`src/rtl/sio_tx_pkg.sv`:
```
package sio_tx_pkg;

    typedef enum logic [1:0] {
        MD_SHIFT     = 2'b00,
        MD_UART8     = 2'b01,
        MD_UART9_FIX = 2'b10,
        MD_UART9_VAR = 2'b11
    } tx_mode_e;

    typedef enum logic [2:0] {
        ST_IDLE,
        ST_START,
        ST_DATA,
        ST_NINTH,
        ST_STOP,
        ST_SHIFT
    } tx_state_e;

    typedef struct packed {
        tx_mode_e mode;
        logic     dbl;
        logic     rate;
        logic     ninth;
    } tx_cfg_t;

endpackage

```
`src/rtl/sio_tx_pacer.sv`:
```
module sio_tx_pacer
    import sio_tx_pkg::*;
#(
    parameter int SHIFT_DIV  = 12,
    parameter int FIX_DIV    = 64,
    parameter int OVERSAMPLE = 16
) (
    input  logic    clk,
    input  logic    rst_n,
    input  logic    run,
    input  tx_cfg_t cfg,
    input  logic    baud_tick,
    output logic    bit_end,
    output logic    first_half
);
    localparam int MAXA = (SHIFT_DIV > FIX_DIV) ? SHIFT_DIV : FIX_DIV;
    localparam int MAXD = (MAXA > OVERSAMPLE) ? MAXA : OVERSAMPLE;
    localparam int CW   = $clog2(MAXD + 1);

    localparam logic [CW-1:0] L_SH_N  = CW'(SHIFT_DIV);
    localparam logic [CW-1:0] L_SH_X2 = CW'(SHIFT_DIV / 2);
    localparam logic [CW-1:0] L_FX_S  = CW'(FIX_DIV);
    localparam logic [CW-1:0] L_FX_F  = CW'(FIX_DIV / 2);
    localparam logic [CW-1:0] L_VAR   = CW'(OVERSAMPLE);

    logic [CW-1:0] cnt;
    logic [CW-1:0] lim;
    logic [CW-1:0] fix_base;
    logic          step;

    always_comb begin
        fix_base = cfg.rate ? L_FX_F : L_FX_S;
        unique case (cfg.mode)
            MD_SHIFT: begin
                lim  = cfg.dbl ? L_SH_X2 : L_SH_N;
                step = 1'b1;
            end
            MD_UART9_FIX: begin
                lim  = cfg.dbl ? (fix_base >> 1) : fix_base;
                step = 1'b1;
            end
            default: begin
                lim  = L_VAR;
                step = baud_tick;
            end
        endcase
    end

    assign bit_end    = run && step && (cnt == lim - 1'b1);
    assign first_half = cnt < (lim >> 1);

    always_ff @(posedge clk) begin
        if (!rst_n || !run) begin
            cnt <= '0;
        end else if (step) begin
            cnt <= bit_end ? '0 : cnt + 1'b1;
        end
    end

endmodule

```
`src/rtl/sio_tx_shifter.sv`:
```
module sio_tx_shifter #(
    parameter int DATA_W = 8
) (
    input  logic              clk,
    input  logic              rst_n,
    input  logic              load,
    input  logic [DATA_W-1:0] data_in,
    input  logic              shift,
    output logic              lsb,
    output logic              last_bit
);
    localparam int IW = (DATA_W > 1) ? $clog2(DATA_W) : 1;
    localparam logic [IW-1:0] LAST_IDX = IW'(DATA_W - 1);

    logic [DATA_W-1:0] sreg;
    logic [IW-1:0]     idx;

    always_ff @(posedge clk) begin
        if (!rst_n) begin
            sreg <= '0;
            idx  <= '0;
        end else if (load) begin
            sreg <= data_in;
            idx  <= '0;
        end else if (shift) begin
            sreg <= {1'b0, sreg[DATA_W-1:1]};
            idx  <= idx + 1'b1;
        end
    end

    assign lsb      = sreg[0];
    assign last_bit = (idx == LAST_IDX);

endmodule

```
`src/rtl/sio_tx_ctrl.sv`:
```
module sio_tx_ctrl
    import sio_tx_pkg::*;
(
    input  logic      clk,
    input  logic      rst_n,
    input  logic      wr_en,
    input  tx_cfg_t   cfg_in,
    input  logic      tx_ack,
    input  logic      bit_end,
    input  logic      first_half,
    input  logic      lsb,
    input  logic      last_bit,
    output tx_state_e state,
    output tx_cfg_t   cfg_q,
    output logic      load,
    output logic      shift,
    output logic      txd,
    output logic      sclk,
    output logic      busy,
    output logic      tx_done
);
    tx_state_e next;
    logic      nine;
    logic      set_done;

    assign load = wr_en && (state == ST_IDLE);
    assign nine = (cfg_q.mode == MD_UART9_FIX) || (cfg_q.mode == MD_UART9_VAR);

    // Next-state logic
    always_comb begin
        next = state;
        unique case (state)
            ST_IDLE: begin
                if (load) begin
                    next = (cfg_in.mode == MD_SHIFT) ? ST_SHIFT : ST_START;
                end
            end
            ST_START: begin
                if (bit_end) next = ST_DATA;
            end
            ST_DATA: begin
                if (bit_end && last_bit) next = nine ? ST_NINTH : ST_STOP;
            end
            ST_NINTH: begin
                if (bit_end) next = ST_STOP;
            end
            ST_STOP: begin
                if (bit_end) next = ST_IDLE;
            end
            ST_SHIFT: begin
                if (bit_end && last_bit) next = ST_IDLE;
            end
            default: next = ST_IDLE;
        endcase
    end

    // State register and captured configuration
    always_ff @(posedge clk) begin
        if (!rst_n) begin
            state <= ST_IDLE;
            cfg_q <= '0;
        end else begin
            state <= next;
            if (load) cfg_q <= cfg_in;
        end
    end

    assign set_done = ((state == ST_DATA || state == ST_NINTH) && next == ST_STOP)
                   || (state == ST_SHIFT && next == ST_IDLE);

    // Completion flag: the set has priority over the acknowledge
    always_ff @(posedge clk) begin
        if (!rst_n) begin
            tx_done <= 1'b0;
        end else if (set_done) begin
            tx_done <= 1'b1;
        end else if (tx_ack) begin
            tx_done <= 1'b0;
        end
    end

    assign shift = bit_end && (state == ST_DATA || state == ST_SHIFT);

    // Outputs
    always_comb begin
        txd  = 1'b1;
        sclk = 1'b1;
        busy = 1'b1;
        unique case (state)
            ST_IDLE:  busy = 1'b0;
            ST_START: txd  = 1'b0;
            ST_DATA:  txd  = lsb;
            ST_NINTH: txd  = cfg_q.ninth;
            ST_STOP:  txd  = 1'b1;
            ST_SHIFT: begin
                txd  = lsb;
                sclk = !first_half;
            end
            default:  busy = 1'b0;
        endcase
    end

endmodule

```
`src/rtl/sio_tx.sv`:
```
module sio_tx
    import sio_tx_pkg::*;
#(
    parameter int DATA_W     = 8,
    parameter int SHIFT_DIV  = 12,
    parameter int FIX_DIV    = 64,
    parameter int OVERSAMPLE = 16
) (
    input  logic              clk,
    input  logic              rst_n,
    input  logic              baud_tick,
    input  logic [1:0]        mode,
    input  logic              dbl_speed,
    input  logic              rate_sel,
    input  logic              bit9,
    input  logic              wr_en,
    input  logic [DATA_W-1:0] wr_data,
    input  logic              tx_ack,
    output logic              txd,
    output logic              sclk,
    output logic              tx_done,
    output logic              busy
);
    tx_cfg_t   cfg_in;
    tx_cfg_t   cfg_q;
    tx_state_e st;
    logic      load;
    logic      shift;
    logic      bit_end;
    logic      first_half;
    logic      lsb;
    logic      last_bit;

    always_comb begin
        cfg_in.mode  = tx_mode_e'(mode);
        cfg_in.dbl   = dbl_speed;
        cfg_in.rate  = rate_sel;
        cfg_in.ninth = bit9;
    end

    sio_tx_ctrl u_ctrl (
        .clk        (clk),
        .rst_n      (rst_n),
        .wr_en      (wr_en),
        .cfg_in     (cfg_in),
        .tx_ack     (tx_ack),
        .bit_end    (bit_end),
        .first_half (first_half),
        .lsb        (lsb),
        .last_bit   (last_bit),
        .state      (st),
        .cfg_q      (cfg_q),
        .load       (load),
        .shift      (shift),
        .txd        (txd),
        .sclk       (sclk),
        .busy       (busy),
        .tx_done    (tx_done)
    );

    sio_tx_pacer #(
        .SHIFT_DIV  (SHIFT_DIV),
        .FIX_DIV    (FIX_DIV),
        .OVERSAMPLE (OVERSAMPLE)
    ) u_pacer (
        .clk        (clk),
        .rst_n      (rst_n),
        .run        (busy),
        .cfg        (cfg_q),
        .baud_tick  (baud_tick),
        .bit_end    (bit_end),
        .first_half (first_half)
    );

    sio_tx_shifter #(
        .DATA_W (DATA_W)
    ) u_shift (
        .clk      (clk),
        .rst_n    (rst_n),
        .load     (load),
        .data_in  (wr_data),
        .shift    (shift),
        .lsb      (lsb),
        .last_bit (last_bit)
    );

endmodule

```
`config.mk`:
```
export PLATFORM = sky130hd
export DESIGN_NAME = sio_tx
export DESIGN_NICKNAME = d
export VERILOG_FILES = /design/src/rtl/sio_tx_pkg.sv /design/src/rtl/sio_tx_pacer.sv /design/src/rtl/sio_tx_shifter.sv /design/src/rtl/sio_tx_ctrl.sv /design/src/rtl/sio_tx.sv
export SDC_FILE = /design/constraint.sdc
export NUM_CORES = 1
export LEC_CHECK = 0
export ABC_CLOCK_PERIOD_IN_PS = 5640
export CORE_AREA = 4 4 70 72
export DETAILED_ROUTE_END_ITERATION = 7
export DIE_AREA = 0 0 74 76
export DONT_BUFFER_PORTS = 1
export MAX_ROUTING_LAYER = met4
export PLACE_DENSITY_LB_ADDON = 0.1
export SKIP_LAST_GASP = 1
export SLEW_MARGIN = 40
export SYNTH_ARGS = -nofsm -noshare
export SYNTH_HDL_FRONTEND = slang
export SYNTH_SLANG_ARGS = --single-unit
```
`constraint.sdc`:
```
create_clock -name clk -period 5.64 [get_ports clk]
set_input_delay 1.128 -clock clk [delete_from_list [all_inputs] [get_ports clk]]
set_output_delay 1.128 -clock clk [all_outputs]
set_load 0.02 [all_outputs]
```
==> metrics <==
outcome complete, no violations; worst clock skew on the final layout 0.00489 ns; Largest delay share family, worst path compound AO/OA/AOI/OAI gates; slew at the pin closest to its max-slew limit 0.750 ns; Final Wtd Congestion 0.872; switching power as a share of total power 28.4%; final critical-path setup slack 2.21 ns; number of distinct library cells after synthesis 44; depth of the CTS H-tree 1; WHS Path Cells 2; CP startpoint kind flop; share of cell area taken by muxes after synthesis 6.07%; hpwl dp 2670 um; count of antenna-violating nets left after detailed routing 0; endpoint arrival time on the critical path 2.30 ns; Worst setup EP type primary output; Synthesized Nets 230; most frequent standard cell in the layout excluding fill and tap cells nand2_1; Slew HR 49.8%; starting density of the core 38.4%; CP Cell Sequence or4b_2 > a21o_1 > a21o_1 > a21o_1 > a21oi_1 > o21ai_0; critical register-to-register path startpoint u_ctrl.cfg_q[2]$_SDFFE_PN0P_; All-Layer GR Usage 14.0%; share of flip-flops with an asynchronous set or reset 0%; total internal power 284 uW; max-capacitance violation count 0; hold violation total from the final report 0; Most used DFF post-synth dfxtp_1; CTS sink cnt 27; slowest stage delay, CP 0.69 ns; post-DR vias/cell 5.43; pre-CTS setup slack 2.51 ns; number of register bits inferred by synthesis 27; CTS clk-pin slew, worst paths 0.09 ns; area added between synthesis and finish 3.95%; total setup violations reported at the end of the flow 0; routed via count 1,347; synthesized-area fraction occupied by ao, oa, aoi and oai cells 19.3%; Max Slew Vio Count 0; setup repair after global routing missed its margin false; Top cell by count, worst path a21o_1; cell area power density 232 nW/um^2; Max Clk Rate 292 MHz; via count of the first global-routing pass 1,376; overall routed net length 3530 um; Yosys warning count 0; setup bufs post-CTS 0; CP max FO 11; Worst path depth 6; Clk Tree Root Cell clkbuf_8; crit path kind flop to primary output; cell types with the largest area share after synthesis dfxtp_1 33%, ha_1 7.6%, nand2_1 6.4%; Post-synth EDFFs 0; Die Height 76 um; share of synthesized area occupied by flip-flops and latches 32.8%; share of the synthesized area in the top cell type 32.8%; xor and xnor fraction of the mapped netlist area 4.32%; antenna violations before repair 0; sequential share of power 54.2%; WP buf/inv 0; Synth Area in Simple Gates 24.4%; post-layout min period 3.43 ns; clock group share of total power 27.7%; die footprint 5620 um^2; CTS Buf Count 3; DRC violation total after the first TritonRoute iteration 100; width of the die 74 um; Reg2Reg Depth 8; # diodes 0; worst vdd ir 0.0834 mV; net switching power 113 uW; first-pass iteration count of the detailed router 4; leakage power summed over all cells 0.740 nW; Mapped Avg Cell Area 8.16 um^2; pin count of the biggest net entering global routing 23; Port-buffer cells 0; post-synthesis adder-cell area fraction 7.59%; number of gates given a new drive strength after cts 0; hold path startpoint u_ctrl.cfg_q[0]$_SDFFE_PN0P_; most used cells in the layout excluding fill and tap cells 28 x nand2_1, 27 x dfxtp_1, 15 x o21ai_0, 12 x nor2_1, 11 x a21oi_1; Final TNS setup 0 ns; core region area 4290 um^2; number of I/O pins 22; largest family of logic cells by synthesized area simple AND/OR/NAND/NOR gates; clock tree from TritonCTS done; Final Cycle Share 60.8%; total power after layout 397 uW; required time at the worst-slack endpoint 4.51 ns; number of nets at the end of the flow 225; buffers from clock root to sink, at most 2; hold-fix buffer count after cts 0; netlist area before placement 1650 um^2; HP Class flop to flop; routed wire length per instance 14.2 um; gate count after technology mapping 202; number of remaining DRC errors 0; fraction of final layout cells sized beyond drive strength 1 5.10%; first-pass GRT wire length 6220 um; cell with the largest stage delay on the worst path or4b_2; Critical Path Source u_ctrl.cfg_q[4]$_SDFFE_PN0P_; Site Rows 24; post-synth top area cell dfxtp_1; Combinational Power Share 18.1%; clock latency at the later pin of the worst-skew pair 0.27 ns; remaining global-route overflow 0
power by group through the flow:
stage | registers (mW) | clock network, mW | logic [mW]
final | 0.215 | 0.110 | 0.0717
after global routing | 0.217 | 0.123 | 0.0818
after CTS | 0.215 | 0.115 | 0.0727
after detailed placement | 0.220 | 0 | 0.0719
after global placement | 0.219 | 0 | 0.0709
after floorplan | 0.212 | 0 | 0.0660
cell families (layout without fill, tap and decap cells):
logic type	Yosys count	count (layout)
simple gates	80	80
compound gates	48	48
flops	27	27
buf+inv	21	15
fa+ha+maj	10	10
mux	10	10
xor+xnor	6	6
layer usage:
layer / track usage, % / part of all wire, %
met1: 16.1 / 45
met2: 23.3 / 51
met3: 2.77 / 2.2
met4: 5.80 / 1.6
met5: - / 0
Yosys cell counts (6+ instances only):
library cell and number:
clkbuf_1 9, nor2b_1 6, a21oi_1 11, dfxtp_1 27, nand2_1 28, nor3_1 8, inv_1 10, mux2i_1 10
a21boi_0 6, nor2_1 12, ha_1 10, o21ai_0 15
worst paths after layout:
path / end / slack, ns
setup / recovery: sclk / 2.21
hold / removal: u_ctrl.cfg_q[0]$_SDFFE_PN0P_ / 0.48
setup reg to reg: u_shift.sreg[6]$_SDFFE_PN0P_ / 2.81
hold reg to reg: u_ctrl.cfg_q[0]$_SDFFE_PN0P_ / 0.48
final cells by class:
class | count | area [um^2]
Tap cell | 52 | 65.1
Fill cell | 451 | 2580
Multi-Input combinational cell | 154 | 1020
Clock buffer | 4 | 45.0
Sequential cell | 27 | 541
Inverter | 10 | 37.5
Timing Repair Buffer | 1 | 7.51
worst register-to-register path, stage by stage, from the launching register on:
cell	delay (ns)
dfxtp_1	0.45
inv_1	0.07
ha_1	0.33
or3_1	0.41
a2111o_1	0.42
and4_4	0.20
nand3_1	0.46
mux2i_1	0.26
a21oi_1	0.08
through the flow:
step | util (%) | instances | hold WS [ns] | instance area, um^2
CTS | 39.9 | 248 | 0.478 | 1710
global route | 39.9 | 248 | 0.501 | 1710
finish | 39.9 | 248 | 0.478 | 1710
global placement | 38.9 | 244 | 0.464 | 1670
detailed placement | 38.9 | 244 | 0.466 | 1670
floorplan | - | 202 | 0.444 | 1650
registers in the layout, summed over array words and instances, names as in the netlist:
signal,flops
u_shift.sreg,8
u_shift.idx,3
u_pacer.cnt,7
u_ctrl.tx_done,1
u_ctrl.state,3
u_ctrl.cfg_q,5
No activity file was read; power rests on OpenSTA's default activity.
